File: config.mk
export PLATFORM = sky130hd
export DESIGN_NAME = spec_load_track
export DESIGN_NICKNAME = d
export VERILOG_FILES = /design/src/rtl/slt_pkg.sv /design/src/rtl/slt_bitarray.sv /design/src/rtl/slt_ctrl.sv /design/src/rtl/spec_load_track.sv
export SDC_FILE = /design/constraint.sdc
export NUM_CORES = 2
export LEC_CHECK = 0
export BUFFER_PORTS_ARGS = -buffer_cell sky130_fd_sc_hd__buf_2
export CAP_MARGIN = 0
export CORE_MARGIN = 5
export CORE_UTILIZATION = 40
export DETAILED_ROUTE_END_ITERATION = 10
export GPL_TIMING_DRIVEN = 1
export PLACE_DENSITY_LB_ADDON = 0.12
export SLEW_MARGIN = 30
export SYNTH_ARGS = -nofsm -noshare
export SYNTH_HDL_FRONTEND = slang
export SYNTH_SLANG_ARGS = --single-unit
File: constraint.sdc
create_clock -name clk -period 3.1 [get_ports clk]
set_input_delay 0 -clock clk [delete_from_list [all_inputs] [get_ports clk]]
set_output_delay 0 -clock clk [all_outputs]
set_load 0.05 [all_outputs]
File: src/rtl/slt_pkg.sv
package slt_pkg;
  parameter int unsigned CACHE_BYTES = 32768;
  parameter int unsigned LINE_BYTES  = 64;
  parameter int unsigned NUM_CKPTS   = 2;

  localparam int unsigned NUM_LINES = CACHE_BYTES / LINE_BYTES;
  localparam int unsigned LINE_W    = $clog2(NUM_LINES);
  localparam int unsigned CKPT_W    = (NUM_CKPTS > 1) ? $clog2(NUM_CKPTS) : 1;

  typedef logic [LINE_W-1:0]    lineIdx_t;
  typedef logic [NUM_CKPTS-1:0] ckptVec_t;

  // strobes from control to the flag array
  typedef struct packed {
    logic     setEn;
    lineIdx_t setLine;
    ckptVec_t setMask;
    ckptVec_t clrMask;
    logic     lossAEn;
    lineIdx_t lossALine;
    logic     lossBEn;
    lineIdx_t lossBLine;
  } sltStrobe_t;
endpackage

File: src/rtl/slt_bitarray.sv
module slt_bitarray
  import slt_pkg::*;
(
  input  logic       clk,
  input  logic       rstN,
  input  sltStrobe_t strb,
  output ckptVec_t   rdA,
  output ckptVec_t   rdB
);
  logic [NUM_LINES-1:0][NUM_CKPTS-1:0] bits;
  logic [NUM_LINES-1:0][NUM_CKPTS-1:0] nxtBits;
  ckptVec_t setMaskEff;
  ckptVec_t colAny;

  assign setMaskEff = strb.setEn ? strb.setMask : '0;

  // per line: column release, then new set, then line loss wipes everything
  for (genvar g = 0; g < NUM_LINES; g++) begin : g_line
    logic setHit;
    logic lossHit;
    assign setHit  = strb.setEn && (strb.setLine == lineIdx_t'(g));
    assign lossHit = (strb.lossAEn && (strb.lossALine == lineIdx_t'(g))) ||
                     (strb.lossBEn && (strb.lossBLine == lineIdx_t'(g)));
    assign nxtBits[g] = lossHit ? '0 :
                        ((bits[g] & ~strb.clrMask) | (setHit ? strb.setMask : '0));
  end

  always_ff @(posedge clk or negedge rstN) begin
    if (!rstN) bits <= '0;
    else       bits <= nxtBits;
  end

  assign rdA = bits[strb.lossALine];
  assign rdB = bits[strb.lossBLine];

  always_comb begin
    colAny = '0;
    for (int i = 0; i < NUM_LINES; i++) colAny |= bits[i];
  end


  set_lands_chk: assert property (@(posedge clk) disable iff (!rstN)
    (strb.setEn &&
     !(strb.lossAEn && strb.lossALine == strb.setLine) &&
     !(strb.lossBEn && strb.lossBLine == strb.setLine))
    |=> ((bits[$past(strb.setLine)] & $past(strb.setMask)) == $past(strb.setMask)));


  clr_column_chk: assert property (@(posedge clk) disable iff (!rstN)
    (|strb.clrMask) |=> ((colAny & $past(strb.clrMask & ~setMaskEff)) == '0));


  loss_wipe_chk: assert property (@(posedge clk) disable iff (!rstN)
    strb.lossAEn |=> (bits[$past(strb.lossALine)] == '0));
endmodule

File: src/rtl/slt_ctrl.sv
module slt_ctrl
  import slt_pkg::*;
(
  input  logic              clk,
  input  logic              rstN,
  input  logic              retireValid,
  input  logic [LINE_W-1:0] retireLine,
  input  logic [CKPT_W-1:0] retireCkpt,
  input  logic              snoopInvValid,
  input  logic [LINE_W-1:0] snoopInvLine,
  input  logic              evictValid,
  input  logic [LINE_W-1:0] evictLine,
  input  ckptVec_t          commitMask,
  input  ckptVec_t          abortMask,
  input  ckptVec_t          rdA,
  input  ckptVec_t          rdB,
  output sltStrobe_t        strb,
  output ckptVec_t          failReq
);
  ckptVec_t retireOh;
  ckptVec_t hitA;
  ckptVec_t hitB;
  ckptVec_t failNxt;

  assign retireOh = ckptVec_t'(1) << retireCkpt;

  always_comb begin
    strb.setEn     = retireValid;
    strb.setLine   = retireLine;
    strb.setMask   = retireOh;
    strb.clrMask   = commitMask | abortMask;
    strb.lossAEn   = snoopInvValid;
    strb.lossALine = snoopInvLine;
    strb.lossBEn   = evictValid;
    strb.lossBLine = evictLine;
  end

  // stored flags of released checkpoints no longer count; a same-cycle
  // retire to the lost line does count
  always_comb begin
    hitA = '0;
    hitB = '0;
    if (snoopInvValid)
      hitA = (rdA & ~strb.clrMask) |
             ((retireValid && retireLine == snoopInvLine) ? retireOh : '0);
    if (evictValid)
      hitB = (rdB & ~strb.clrMask) |
             ((retireValid && retireLine == evictLine) ? retireOh : '0);
    failNxt = hitA | hitB;
  end

  always_ff @(posedge clk or negedge rstN) begin
    if (!rstN) failReq <= '0;
    else       failReq <= failNxt;
  end


  fail_cause_chk: assert property (@(posedge clk) disable iff (!rstN)
    (|failReq) |-> $past(snoopInvValid || evictValid));


  reset_quiet_chk: assert property (@(posedge clk) disable iff (!rstN)
    $rose(rstN) |-> (failReq == '0));
endmodule

File: src/rtl/spec_load_track.sv
module spec_load_track
  import slt_pkg::*;
(
  input  logic                 clk,
  input  logic                 rstN,
  input  logic                 retireValid,
  input  logic [LINE_W-1:0]    retireLine,
  input  logic [CKPT_W-1:0]    retireCkpt,
  input  logic                 snoopInvValid,
  input  logic [LINE_W-1:0]    snoopInvLine,
  input  logic                 evictValid,
  input  logic [LINE_W-1:0]    evictLine,
  input  logic [NUM_CKPTS-1:0] commitMask,
  input  logic [NUM_CKPTS-1:0] abortMask,
  output logic [NUM_CKPTS-1:0] failReq
);
  sltStrobe_t strb;
  ckptVec_t   rdA;
  ckptVec_t   rdB;

  slt_ctrl u_ctrl (
    .clk(clk), .rstN(rstN),
    .retireValid(retireValid), .retireLine(retireLine), .retireCkpt(retireCkpt),
    .snoopInvValid(snoopInvValid), .snoopInvLine(snoopInvLine),
    .evictValid(evictValid), .evictLine(evictLine),
    .commitMask(commitMask), .abortMask(abortMask),
    .rdA(rdA), .rdB(rdB), .strb(strb), .failReq(failReq)
  );

  slt_bitarray u_array (
    .clk(clk), .rstN(rstN), .strb(strb), .rdA(rdA), .rdB(rdB)
  );
endmodule

==> reports/qor.csv <==
metric,value,unit
status,completed,
CP required,3.78,ns
Final Util,46.8,%
TritonCTS clock tree,done,
input/output buffers,38,
Hold Crit Class,in -> async,
Worst VDD drop,0.431,mV
post-synthesis adder-cell area fraction,0,%
buffer and inverter count on the worst path,1,
P_sw,9.10,mW
Seq cells post-synth,1026,
largest family of logic cells by synthesized area,compound AO/OA/AOI/OAI gates,
syn_nets,5892,
RSZ-0062 raised after global routing,false,
Flop pwr share,41.3,%
post-synthesis xor/xnor area fraction,0.258,%
fill count,14300,
Congestion Overflow GR,0,
Yosys warning total,0,
share of cells above drive strength 1,22.9,%
vias in the first global route,58400,
PwrDens,457,mW/mm^2
"CP delay by family, top",compound AO/OA/AOI/OAI gates,
Slew HR,33.3,%
IO Count,39,
CP max FO,3,
crit-path cells,mux4_2 -> mux2i_1 -> a22oi_1 -> and3_1 -> o21a_1 -> o41ai_4 -> buf_4 -> a31oi_1 -> a31o_1,
pre-CTS WS,-0.289,ns
initial antenna violation count,18,
Clock transition at path regs,0.06,ns
worst skew pair latency,0.79,ns
Post-Synth Simple-Gate Area,10.8,%
CTS buffer count,120,
"crit path setup slack, layout",0.119,ns
hold slack,0.0205,ns
CTS Buffer Depth,3,
Starting Density,40.2,%
Final setup viols,0,
"slowest stage cell, crit path",o41ai_4,
total power,32.5,mW
Syn Inst Count,5855,
fin crit period,2.98,ns
count of non-filler cells in the finished layout,8131,
core area,0.152,sq mm
via count,60400,
Clk pwr share,47.4,%
final worst path period share,96.1,%
TritonRoute pass-1 iters,10,
placed insts,7879,
die area,0.161,sq mm
number of max-cap violations,0,
final number of hold-violating endpoints,0,
DP HPWL,219000,microns
# rows,143,
Sw Share,28.0,%
Setup CP Type,reg -> reg,
max incr delay on CP,0.49,ns
RePlAce Congestion,1.01,
combinational share of power,11.3,%
Area Growth Syn to Fin,16.3,%
Post-Synthesis Cell Area,0.0611,sq mm
synthesized area per cell,10.4,sq um
Sink Count,1026,
Die H,401,microns
fraction of the mapped netlist area in compound gates,21.7,%
Antenna Violating Nets Remaining,0,
post-synthesis mux area share,20.3,%
post-DR wirelength/cell,41.6,microns
drt via density,7.43,
"Top FF cell, synth",dfrtp_1,
kind of start point of the critical path,register,
CTS Root Cell,clkbuf_16,
clk_skew,0.0393,ns
dpl cell area,0.0667,sq mm
R2R setup slack,0.12,ns
DR iter-0 viols,9520,
first-pass GRT wire length,466000,microns
H-tree levels,3,
crit path DAT,3.66,ns
"Seq/Total Area, Yosys",42.1,%
nets,6021,
Worst Tran Pin Value,0.997,ns
static leakage,30.1,nW
pin count of the biggest net entering global routing,148,
WL final,338000,microns
Pins Over Slew Limit,0,
Crit. End Element,register,
GRT Total Usage,40.6,%
Die W,401,microns
Internal Power,23.4,mW
number of synthesized flops with an enable pin,0,
Max Freq,335,MHz
Netlist cell types,60,
"Async S/R FF share, synth",100,%
number of remaining DRC errors,0,
Fin Setup TNS,0,ns
Finished Cell Area,0.0710,sq mm
routing by layer:
metal | vias up | wire length [microns] | share of wire (%) | global-route usage, %
met5 | - | 37 | 0.011 | 0
met4 | 6 | 29000 | 8.6 | 28.0
met3 | 1352 | 44500 | 13 | 14.4
met2 | 5124 | 140000 | 41 | 56.9
met1 | 30900 | 125000 | 37 | 52.3
li1 | 23100 | - | - | -
flip-flops by register name, summed over array words and instances (netlist names):
register,cells
u_array.bits,1024
u_ctrl.failReq,2
kinds of logic (layout without fill, tap and decap cells):
logic type,Yosys count,after routing
AO/OA/AOI/OAI,1874,1874
AND/OR/NAND/NOR,1592,1592
flip-flops,1026,1026
multiplexers,682,682
buffers and inverters,663,890
XOR/XNOR,18,18
other,0,19
placed cells by master, fill, tap and decap left out, drive strengths merged, types with 44 or more instances in the layout:
cell	n
nor2	1151
mux2i	207
dfrtp	1026
a22oi	1101
o22ai	559
nand3	78
clkbuf	176
buf	651
mux4	439
o21ai	44
nand2	157
worst min-delay path, stage by stage:
cell	delay, ns
dlygate4sd3_1	0.57
buf_8	0.31
buf_16	0.28
worst paths after layout:
path / start / to / cells after the start
max: u_array.bits[190] / u_ctrl.failReq[0] / 9
min: rstN / u_array.bits[1011] / 3
max reg2reg: u_array.bits[190] / u_ctrl.failReq[0] / 9
min reg2reg: u_array.bits[631] / u_array.bits[631] / 2
max in group asynchronous: rstN / u_array.bits[376] / 4
min in group clk: retireLine[1] / u_array.bits[24] / 5
Yosys cell counts (all sizes together) (37+ instances only):
master / count / area share, %
a22oi: 1101 / 14
dfrtp: 1026 / 42
nand2: 157 / 0.97
clkbuf: 467 / 2.9
mux2i: 207 / 3.4
nor3: 42 / 0.34
o22ai: 559 / 5.7
nor2b: 37 / 0.38
mux4: 439 / 16
nor2: 1151 / 7.1
buf: 190 / 2.0
a21oi: 42 / 0.34
nand3: 78 / 0.64
o21ai: 44 / 0.36
power groups by stage:
stage	registers [mW]	clock network [mW]	logic (mW)
floorplan	13.7	0	1.53
global placement	13.7	0	3.47
detailed placement	13.7	0	3.47
global route	13.4	15.9	3.67
finish	13.4	15.4	3.66
CTS	13.4	15.4	3.50
final cells by class:
type                       count  area (sq um)  area share (%)
antenna                       19          47.5          0.0669
clock buffer                 175          3570            5.03
clock inverter                45           564           0.795
inverter                       6          22.5          0.0317
multi-input combinational   4166         32700            46.1
sequential                  1026         25700            36.2
tap                         2030          2540            3.58
timing repair buffer         664          5890            8.29
timing repair:
action / 4_1_cts / 5_1_grt
endpoints found under the hold margin: 1002 / 0
setup endpoints to repair: 2 / 2
hold buffers: 13 / 0
buffers inserted: 0 / 0
resized for setup: 2 / 2
No activity file was read; power rests on OpenSTA's default activity.
